--- config.mk ---
export PLATFORM = sky130hd
export DESIGN_NAME = symstrobe_nco
export DESIGN_NICKNAME = d
export VERILOG_FILES = /design/src/rtl/nco_pkg.sv /design/src/rtl/nco_incr_reg.sv /design/src/rtl/nco_phase_acc.sv /design/src/rtl/nco_edge_strobe.sv /design/src/rtl/nco_sign_capture.sv /design/src/rtl/symstrobe_nco.sv
export SDC_FILE = /design/constraint.sdc
export NUM_CORES = 1
export LEC_CHECK = 0
export BUFFER_PORTS_ARGS = -buffer_cell sky130_fd_sc_hd__buf_4
export CAP_MARGIN = 10
export CORE_UTILIZATION = 35
export CTS_CLUSTER_SIZE = 14
export DETAILED_ROUTE_END_ITERATION = 16
export GPL_TIMING_DRIVEN = 0
export PLACE_DENSITY = 0.55
export SLEW_MARGIN = 10
export SYNTH_ARGS = -nofsm -noshare
export SYNTH_HDL_FRONTEND = slang
export SYNTH_HIERARCHICAL = 1
export SYNTH_SLANG_ARGS = --single-unit
export TNS_END_PERCENT = 10
--- constraint.sdc ---
create_clock -name clk -period 4.5 [get_ports clk]
set_input_delay 0.225 -clock clk [delete_from_list [all_inputs] [get_ports clk]]
set_output_delay 0.225 -clock clk [all_outputs]
set_load 0.05 [all_outputs]
--- src/rtl/nco_pkg.sv ---
package nco_pkg;
  localparam int unsigned NUM_TAPS = 2;

  function automatic logic [33:0] sext_err(input logic [19:0] e);
    return {{14{e[19]}}, e};
  endfunction
endpackage

--- src/rtl/nco_incr_reg.sv ---
module nco_incr_reg #(
  parameter int unsigned DATA_W = 34,
  parameter int unsigned ADDR_W = 2,
  parameter logic [ADDR_W-1:0] MY_ADDR = '0,
  parameter logic [DATA_W-1:0] RESET_VAL = '0
) (
  input  logic              clk,
  input  logic              rst_n,
  input  logic              we,
  input  logic [ADDR_W-1:0] addr,
  input  logic [DATA_W-1:0] data,
  output logic [DATA_W-1:0] inc_q
);
  logic hit;
  assign hit = we && (addr == MY_ADDR);

  always_ff @(posedge clk or negedge rst_n) begin
    if (!rst_n)   inc_q <= RESET_VAL;
    else if (hit) inc_q <= data;
  end

  assert_cfg_hold_R6: assert property (@(posedge clk) disable iff (!rst_n)
    !(we && addr == MY_ADDR) |=> $stable(inc_q));
endmodule

--- src/rtl/nco_phase_acc.sv ---
module nco_phase_acc #(
  parameter int unsigned ACC_W = 34,
  parameter int unsigned FE_W  = 20
) (
  input  logic                   clk,
  input  logic                   rst_n,
  input  logic                   run,
  input  logic [ACC_W-1:0]       inc,
  input  logic signed [FE_W-1:0] fe,
  output logic [ACC_W-1:0]       acc_q
);
  localparam int unsigned EXT_W = ACC_W - FE_W;

  logic [ACC_W-1:0] fe_ext;
  logic [ACC_W-1:0] step;
  logic [ACC_W-1:0] nxt;

  assign fe_ext = {{EXT_W{fe[FE_W-1]}}, fe};
  assign step   = inc + fe_ext;
  assign nxt    = acc_q + step;

  always_ff @(posedge clk or negedge rst_n) begin
    if (!rst_n)   acc_q <= '0;
    else if (run) acc_q <= nxt;
  end

  assert_hold_R8: assert property (@(posedge clk) disable iff (!rst_n)
    !run |=> (acc_q == $past(acc_q)));
endmodule

--- src/rtl/nco_edge_strobe.sv ---
module nco_edge_strobe #(
  parameter int unsigned NUM_TAPS = 2
) (
  input  logic                clk,
  input  logic                rst_n,
  input  logic                run,
  input  logic [NUM_TAPS-1:0] taps,
  output logic [NUM_TAPS-1:0] stb
);
  logic [NUM_TAPS-1:0] prev_q;

  always_ff @(posedge clk or negedge rst_n) begin
    if (!rst_n) prev_q <= '0;
    else        prev_q <= taps;
  end

  for (genvar t = 0; t < NUM_TAPS; t++) begin : g_tap
    assign stb[t] = run & taps[t] & ~prev_q[t];

    // tap 1 is the symbol strobe, tap 0 the detector strobe
    assert_single_pulse_R3: assert property (@(posedge clk) disable iff (!rst_n)
      stb[t] |=> !stb[t]);
  end

  assert_quiet_R8: assert property (@(posedge clk) disable iff (!rst_n)
    !run |-> (stb == '0));
endmodule

--- src/rtl/nco_sign_capture.sv ---
module nco_sign_capture (
  input  logic clk,
  input  logic rst_n,
  input  logic take,
  input  logic sign_i,
  input  logic sign_q,
  output logic dec_i,
  output logic dec_q
);
  always_ff @(posedge clk or negedge rst_n) begin
    if (!rst_n) begin
      dec_i <= 1'b0;
      dec_q <= 1'b0;
    end else if (take) begin
      dec_i <= sign_i;
      dec_q <= sign_q;
    end
  end

  assert_dec_hold_R7: assert property (@(posedge clk) disable iff (!rst_n)
    !take |=> $stable({dec_i, dec_q}));
endmodule

--- src/rtl/symstrobe_nco.sv ---
module symstrobe_nco #(
  parameter int unsigned ACC_W  = 34,
  parameter int unsigned FE_W   = 20,
  parameter int unsigned SAMP_W = 14,
  parameter int unsigned ADDR_W = 2,
  parameter logic [ADDR_W-1:0] INC_ADDR  = '0,
  parameter logic [ACC_W-1:0]  RESET_INC = 34'd1717986918
) (
  input  logic                    clk,
  input  logic                    rst_n,
  input  logic                    recover_en,
  input  logic                    cfg_we,
  input  logic [ADDR_W-1:0]       cfg_addr,
  input  logic [ACC_W-1:0]        cfg_data,
  input  logic signed [FE_W-1:0]  fe,
  input  logic [SAMP_W-1:0]       samp_i,
  input  logic [SAMP_W-1:0]       samp_q,
  output logic                    sym_stb,
  output logic                    ted_stb,
  output logic                    dec_i,
  output logic                    dec_q
);
  localparam int unsigned TAPS = nco_pkg::NUM_TAPS;

  logic [ACC_W-1:0] inc;
  logic [ACC_W-1:0] acc;
  logic [TAPS-1:0]  stb;

  nco_incr_reg #(
    .DATA_W(ACC_W), .ADDR_W(ADDR_W), .MY_ADDR(INC_ADDR), .RESET_VAL(RESET_INC)
  ) u_incr (
    .clk(clk), .rst_n(rst_n), .we(cfg_we), .addr(cfg_addr),
    .data(cfg_data), .inc_q(inc)
  );

  nco_phase_acc #(.ACC_W(ACC_W), .FE_W(FE_W)) u_acc (
    .clk(clk), .rst_n(rst_n), .run(recover_en), .inc(inc), .fe(fe), .acc_q(acc)
  );

  nco_edge_strobe #(.NUM_TAPS(TAPS)) u_edge (
    .clk(clk), .rst_n(rst_n), .run(recover_en),
    .taps(acc[ACC_W-1 -: TAPS]), .stb(stb)
  );

  assign sym_stb = stb[TAPS-1];
  assign ted_stb = stb[TAPS-2];

  nco_sign_capture u_dec (
    .clk(clk), .rst_n(rst_n), .take(sym_stb),
    .sign_i(samp_i[SAMP_W-1]), .sign_q(samp_q[SAMP_W-1]),
    .dec_i(dec_i), .dec_q(dec_q)
  );
endmodule

; ---- Yosys cells after proc, flatten, opt, wreduce, memory -nomap -nowiden
; Index checks and enable logic that the tools add are counted.
[op_classes]
addsub = 2
bitwise = 6
reduce_logical = 2
[op_table]
columns = operator, count
row1 = adder 34 bit, 2
row2 = AND 1 bit, 4
row3 = logical NOT 2 bit, 1
row4 = NOT 1 bit, 2
row5 = logical AND 1 bit, 1
[totals]
regBits = 72
input_bits = 88
output_inout_bits = 4
wordCells = 15

; ---- Longest topological paths before layout
[logic_depth]
depth_word = 2
ltp_mapped = 13
mapped_depth_nobuf = 13

; ---- Hierarchy
; Netlist, hierarchy kept.
[modules_own_cells]
columns = mod, instances, cells_each, area_each_um2, seq_area_each_um2
row1 = nco_phase_acc, 1, 377, 3769.9, 850.8
row2 = nco_incr_reg, 1, 72, 1306.3, 870.8
row3 = nco_sign_capture, 1, 4, 72.6, 50.0
row4 = nco_edge_strobe, 1, 4, 67.6, 50.0

; ---- Worst setup path after synthesis
; OpenSTA, ideal clock, no wires.
[synth_path]
path_type = register to register
from = register u_incr.inc_q[1]
to = register u_acc.acc_q[33]
setup_time_ns = 0.122
arrival_time_ns = 3.150
required_ns = 4.378
slack_ns = 1.228
path_stages_with_launch = 12
n_path_buf = 0
synth_period_minus_slack_ns = 3.272
cell_sequence = dfstp_2 -> fa_1 -> ha_1 -> fa_1 -> a21o_1 -> a2111oi_4 -> nor3_2 -> o21ai_1 -> o311ai_1 -> or3_1 -> and3b_1 -> xnor2_1
[synth_between]
elab_chain_cells = 2
[synth_rtl]
columns = element, line
row1 = "start, declared", nco_incr_reg.sv:12  ; output logic [DATA_W-1:0] inc_q
row2 = "start signal, assigned", nco_incr_reg.sv:19  ; else if (hit) inc_q <= data;
row3 = adder 34 bit, nco_phase_acc.sv:19  ; assign step = inc + fe_ext;
row4 = adder 34 bit, nco_phase_acc.sv:20  ; assign nxt = acc_q + step;
row5 = "end signal, assigned", nco_phase_acc.sv:24  ; else if (run) acc_q <= nxt;
row6 = "end, declared", nco_phase_acc.sv:10  ; output logic [ACC_W-1:0] acc_q
; Every way passes these cells.
; A chain may end at the register's enable or synchronous reset.

; ---- Worst setup path in the final report
[layout_path]
from = register u_incr.inc_q[1]
to = register u_acc.acc_q[31]
; The elaborated chain is that of the path after synthesis.

==> impl_metrics.json <==
{
  "status": "finished clean",
  "layout_min_cycle_time_ns": 3.53,
  "htreeDepth": 3,
  "syn_avg_cell_area_sq_um": 11.4,
  "rsz0062_at_grt": "false",
  "grt_overflow": 0,
  "synth.cell_area_sq_mm": 0.00522,
  "avgViaCountPerCell": 5.15,
  "ioPinCount": 92,
  "hpwlAfterDp_um": 8360,
  "synth_top_family_by_area": "adder cells",
  "ant_nets": 0,
  "dpl.cell_count": 706,
  "cp_slowest_cell": "dfstp_2",
  "synthAdderAreaFrac_pct": 20.7,
  "timing.clock.skew_ns": 0.00760,
  "register_area_sq_mm": 0.00182,
  "startpoint": "u_incr/inc_q[1]$_DFFE_PN1P_",
  "end_kind": "flop",
  "rr_worst_depth": 11,
  "final_area_sq_mm": 0.00624,
  "critPathRequiredTime_ns": 4.71,
  "fmax_ghz": 0.284,
  "reg2reg_from": "u_incr/inc_q[1]$_DFFE_PN1P_",
  "synth_edf_count": 0,
  "n_antenna_cell": 0,
  "layout-drive-gt1-share_pct": 32.6,
  "fin_nets": 687,
  "rows": 44,
  "synth_nets": 611,
  "dieArea_sq_mm": 0.0154,
  "drc": 0,
  "maxCapViolCount": 0,
  "ys_ff_latch": 72,
  "reg2reg_to": "u_acc/acc_q[31]$_DFFE_PN0P_",
  "grt_max_degree": 73,
  "synth_xor_area_share_pct": 4.53,
  "place_congestion": 0.809,
  "cp_common_cell": "fa_1",
  "drt_iter0_drc": 129,
  "yosysSeqAreaShare_pct": 34.9,
  "final_core_util_pct": 42.9,
  "cpPeakStageDelay_ns": 0.54,
  "setup_violations": 0,
  "synthArstFlopShare_pct": 100,
  "clockBufferDepth": 2,
  "ctsResizeCount": 0,
  "clock-root-buffer": "clkbuf_16",
  "cp.buffers_inverters": 0,
  "slew_viol_final": 0,
  "final.setup.tns_ns": 0,
  "nFillCells": 1423,
  "grt_pass1_wl_um": 18600,
  "finalCritPeriodShare_pct": 78.4,
  "synth_compound_area_share_pct": 13.8,
  "crit_cells": 11,
  "wl_per_cell_um": 15.1,
  "multi_input_comb_area_sq_mm": 0.00327,
  "finalWirelength_um": 10900,
  "postSynthCellCount": 457,
  "io_buffers": 65,
  "p_leak_nw": 2.71,
  "ys_types": 59,
  "placed_area_sq_mm": 0.00593,
  "post_cts_buffers": 0,
  "dr.pass1.iters": 4,
  "synth_mux_area_share_pct": 13.0,
  "critical_path_arrival_ns": 3.74,
  "grt_usage_pct": 15.9,
  "clock_sinks": 72,
  "syn2layout_area_growth_pct": 19.6,
  "worstPathMaxFanout": 3,
  "hold_path.class": "in -> async",
  "critPathKind": "reg -> reg",
  "r2r_slack_ns": 0.97,
  "grt_antenna_before_repair": 0,
  "path_clk_slew_ns": 0.06,
  "p_per_area_mw_per_mm2": 861,
  "startpoint_type": "flop",
  "vias": 3714,
  "instances_no_fill": 721,
  "postCtsHoldBufs": 0,
  "yosysWarnings": 6,
  "max_slew.worst_pin.slew_ns": 0.925,
  "yosys.area_share.simple_pct": 10.7,
  "core_region_area_sq_mm": 0.0145,
  "initial_core_util_pct": 35.9,
  "clk_latency_ns": 0.34,
  "path_delay_family": "compound AO/OA/AOI/OAI gates",
  "die_w_um": 124,
  "die_h_um": 124,
  "cts_tree": "yes",
  "hold_viol": 0,
  "cts_made_buffers": 9,
  "slew_headroom_pct": 38.3,
  "grt_pass1_vias": 3824,
  "synth_flop_cell": "dfrtp_1",
  "worstSetupEndpoint": "u_acc/acc_q[31]$_DFFE_PN0P_",
  "irDropWorstVdd_uv": 254,
  "crit_chain": "fa_1 > ha_1 > fa_1 > a21o_1 > and2_2 > o311ai_2 > o221a_2 > o211ai_1 > o221ai_1 > xor2_1 > a21oi_1"
}
## power by group
group          internal (mW)  total (mW)  switching (mW)
clock network          0.469       0.737           0.268
registers              0.930        1.09           0.162
logic                   1.63        3.55            1.92
## placed cells by master, fill, tap and decap left out, types with 4 or more instances in the layout
cell type	synthesis	layout
buf_4	0	65
nand2b_1	5	5
nor2_1	13	13
nand4_1	9	9
or2_2	4	4
and3_1	5	5
dfstp_2	16	16
xor2_1	13	13
nand2_1	22	22
clkbuf_1	11	11
mux2_2	58	58
inv_1	9	9
and4_1	4	4
clkbuf_16	0	9
a21o_1	19	19
xnor2_1	14	14
o21a_1	4	4
fa_1	34	34
o21ai_0	18	18
ha_1	32	32
nand3_1	13	13
dfrtp_1	56	56
o211ai_1	4	4
nor2b_1	7	7
a21oi_1	33	33
## layer usage
metal	vias up	share of wire (%)	global-route usage (%)
li1	1808	-	-
met1	1835	48	21.8
met2	58	46	24.6
met3	13	3.7	2.88
met4	0	1.8	6.40
met5	-	0	0
## flip-flops by register name, indices dropped and copies added, names as in the netlist
register and cells:
u_dec/dec_q 1, u_edge/prev_q 2, u_incr/inc_q 34, u_acc/acc_q 34, u_dec/dec_i 1
## worst min path at each step
stage	slack, ns	endpoint	from	cells past startpoint
after detailed placement	0.41	u_edge/prev_q[1]$_DFF_PN0_	u_acc/acc_q[33]$_DFFE_PN0P_	0
final	0.03	u_acc/acc_q[22]$_DFFE_PN0P_	rst_n	1
after global routing	0.09	u_incr/inc_q[5]$_DFFE_PN1P_	cfg_data[5]	2
after floorplan	-0.07	u_acc/acc_q[0]$_DFFE_PN0P_	rst_n	0
after CTS	0.08	u_incr/inc_q[23]$_DFFE_PN0P_	rst_n	1
after global placement	0.41	u_edge/prev_q[1]$_DFF_PN0_	u_acc/acc_q[33]$_DFFE_PN0P_	0
## worst register-to-register path, delay by kind of cell (launching register included)
family / cells / cell delay, ns
xor+xnor: 1 / 0.20
flops: 1 / 0.54
compound gates: 6 / 1.37
fa+ha+maj: 3 / 1.08
simple gates: 1 / 0.22
## metrics by stage
step / power (mW) / worst slack (ns) / hold WS [ns]
floorplan: 3.89 / 1.23 / -0.0706
global placement: 4.56 / 0.977 / 0.410
detailed placement: 4.64 / 0.958 / 0.410
CTS: 5.43 / 0.946 / 0.0806
global route: 5.94 / 0.774 / 0.0940
finish: 5.38 / 0.974 / 0.0332
## synth_stat cells, types with 9 or more instances
| master | n | share of area (%) |
|---|---|---|
| a21oi_1 | 33 | 3.2 |
| dfrtp_1 | 56 | 27 |
| a21o_1 | 19 | 2.7 |
| nand3_1 | 13 | 1.2 |
| dfstp_2 | 16 | 8.1 |
| xnor2_1 | 14 | 2.4 |
| ha_1 | 32 | 7.7 |
| o21ai_0 | 18 | 1.7 |
| xor2_1 | 13 | 2.2 |
| mux2_2 | 58 | 13 |
| clkbuf_1 | 11 | 0.79 |
| fa_1 | 34 | 13 |
| nor2_1 | 13 | 0.94 |
| inv_1 | 9 | 0.65 |
| nand2_1 | 22 | 1.6 |
| nand4_1 | 9 | 1.1 |
## layout make-up
class | count | area share, %
multi-input combinational | 358 | 52.4
timing repair buffer | 65 | 7.82
clock inverter | 3 | 0.642
sequential | 72 | 29.2
buffer | 17 | 1.42
clock buffer | 12 | 4.27
tap | 184 | 3.69
inverter | 10 | 0.601
## cells by family (layout without fill, tap and decap cells)
group	after synthesis	count (layout)
flops	72	72
fa+ha+maj	66	66
simple gates	99	99
mux	60	60
compound gates	106	106
xor+xnor	27	27
buf+inv	27	107
Note: power is estimated with default switching activity, not from simulation.
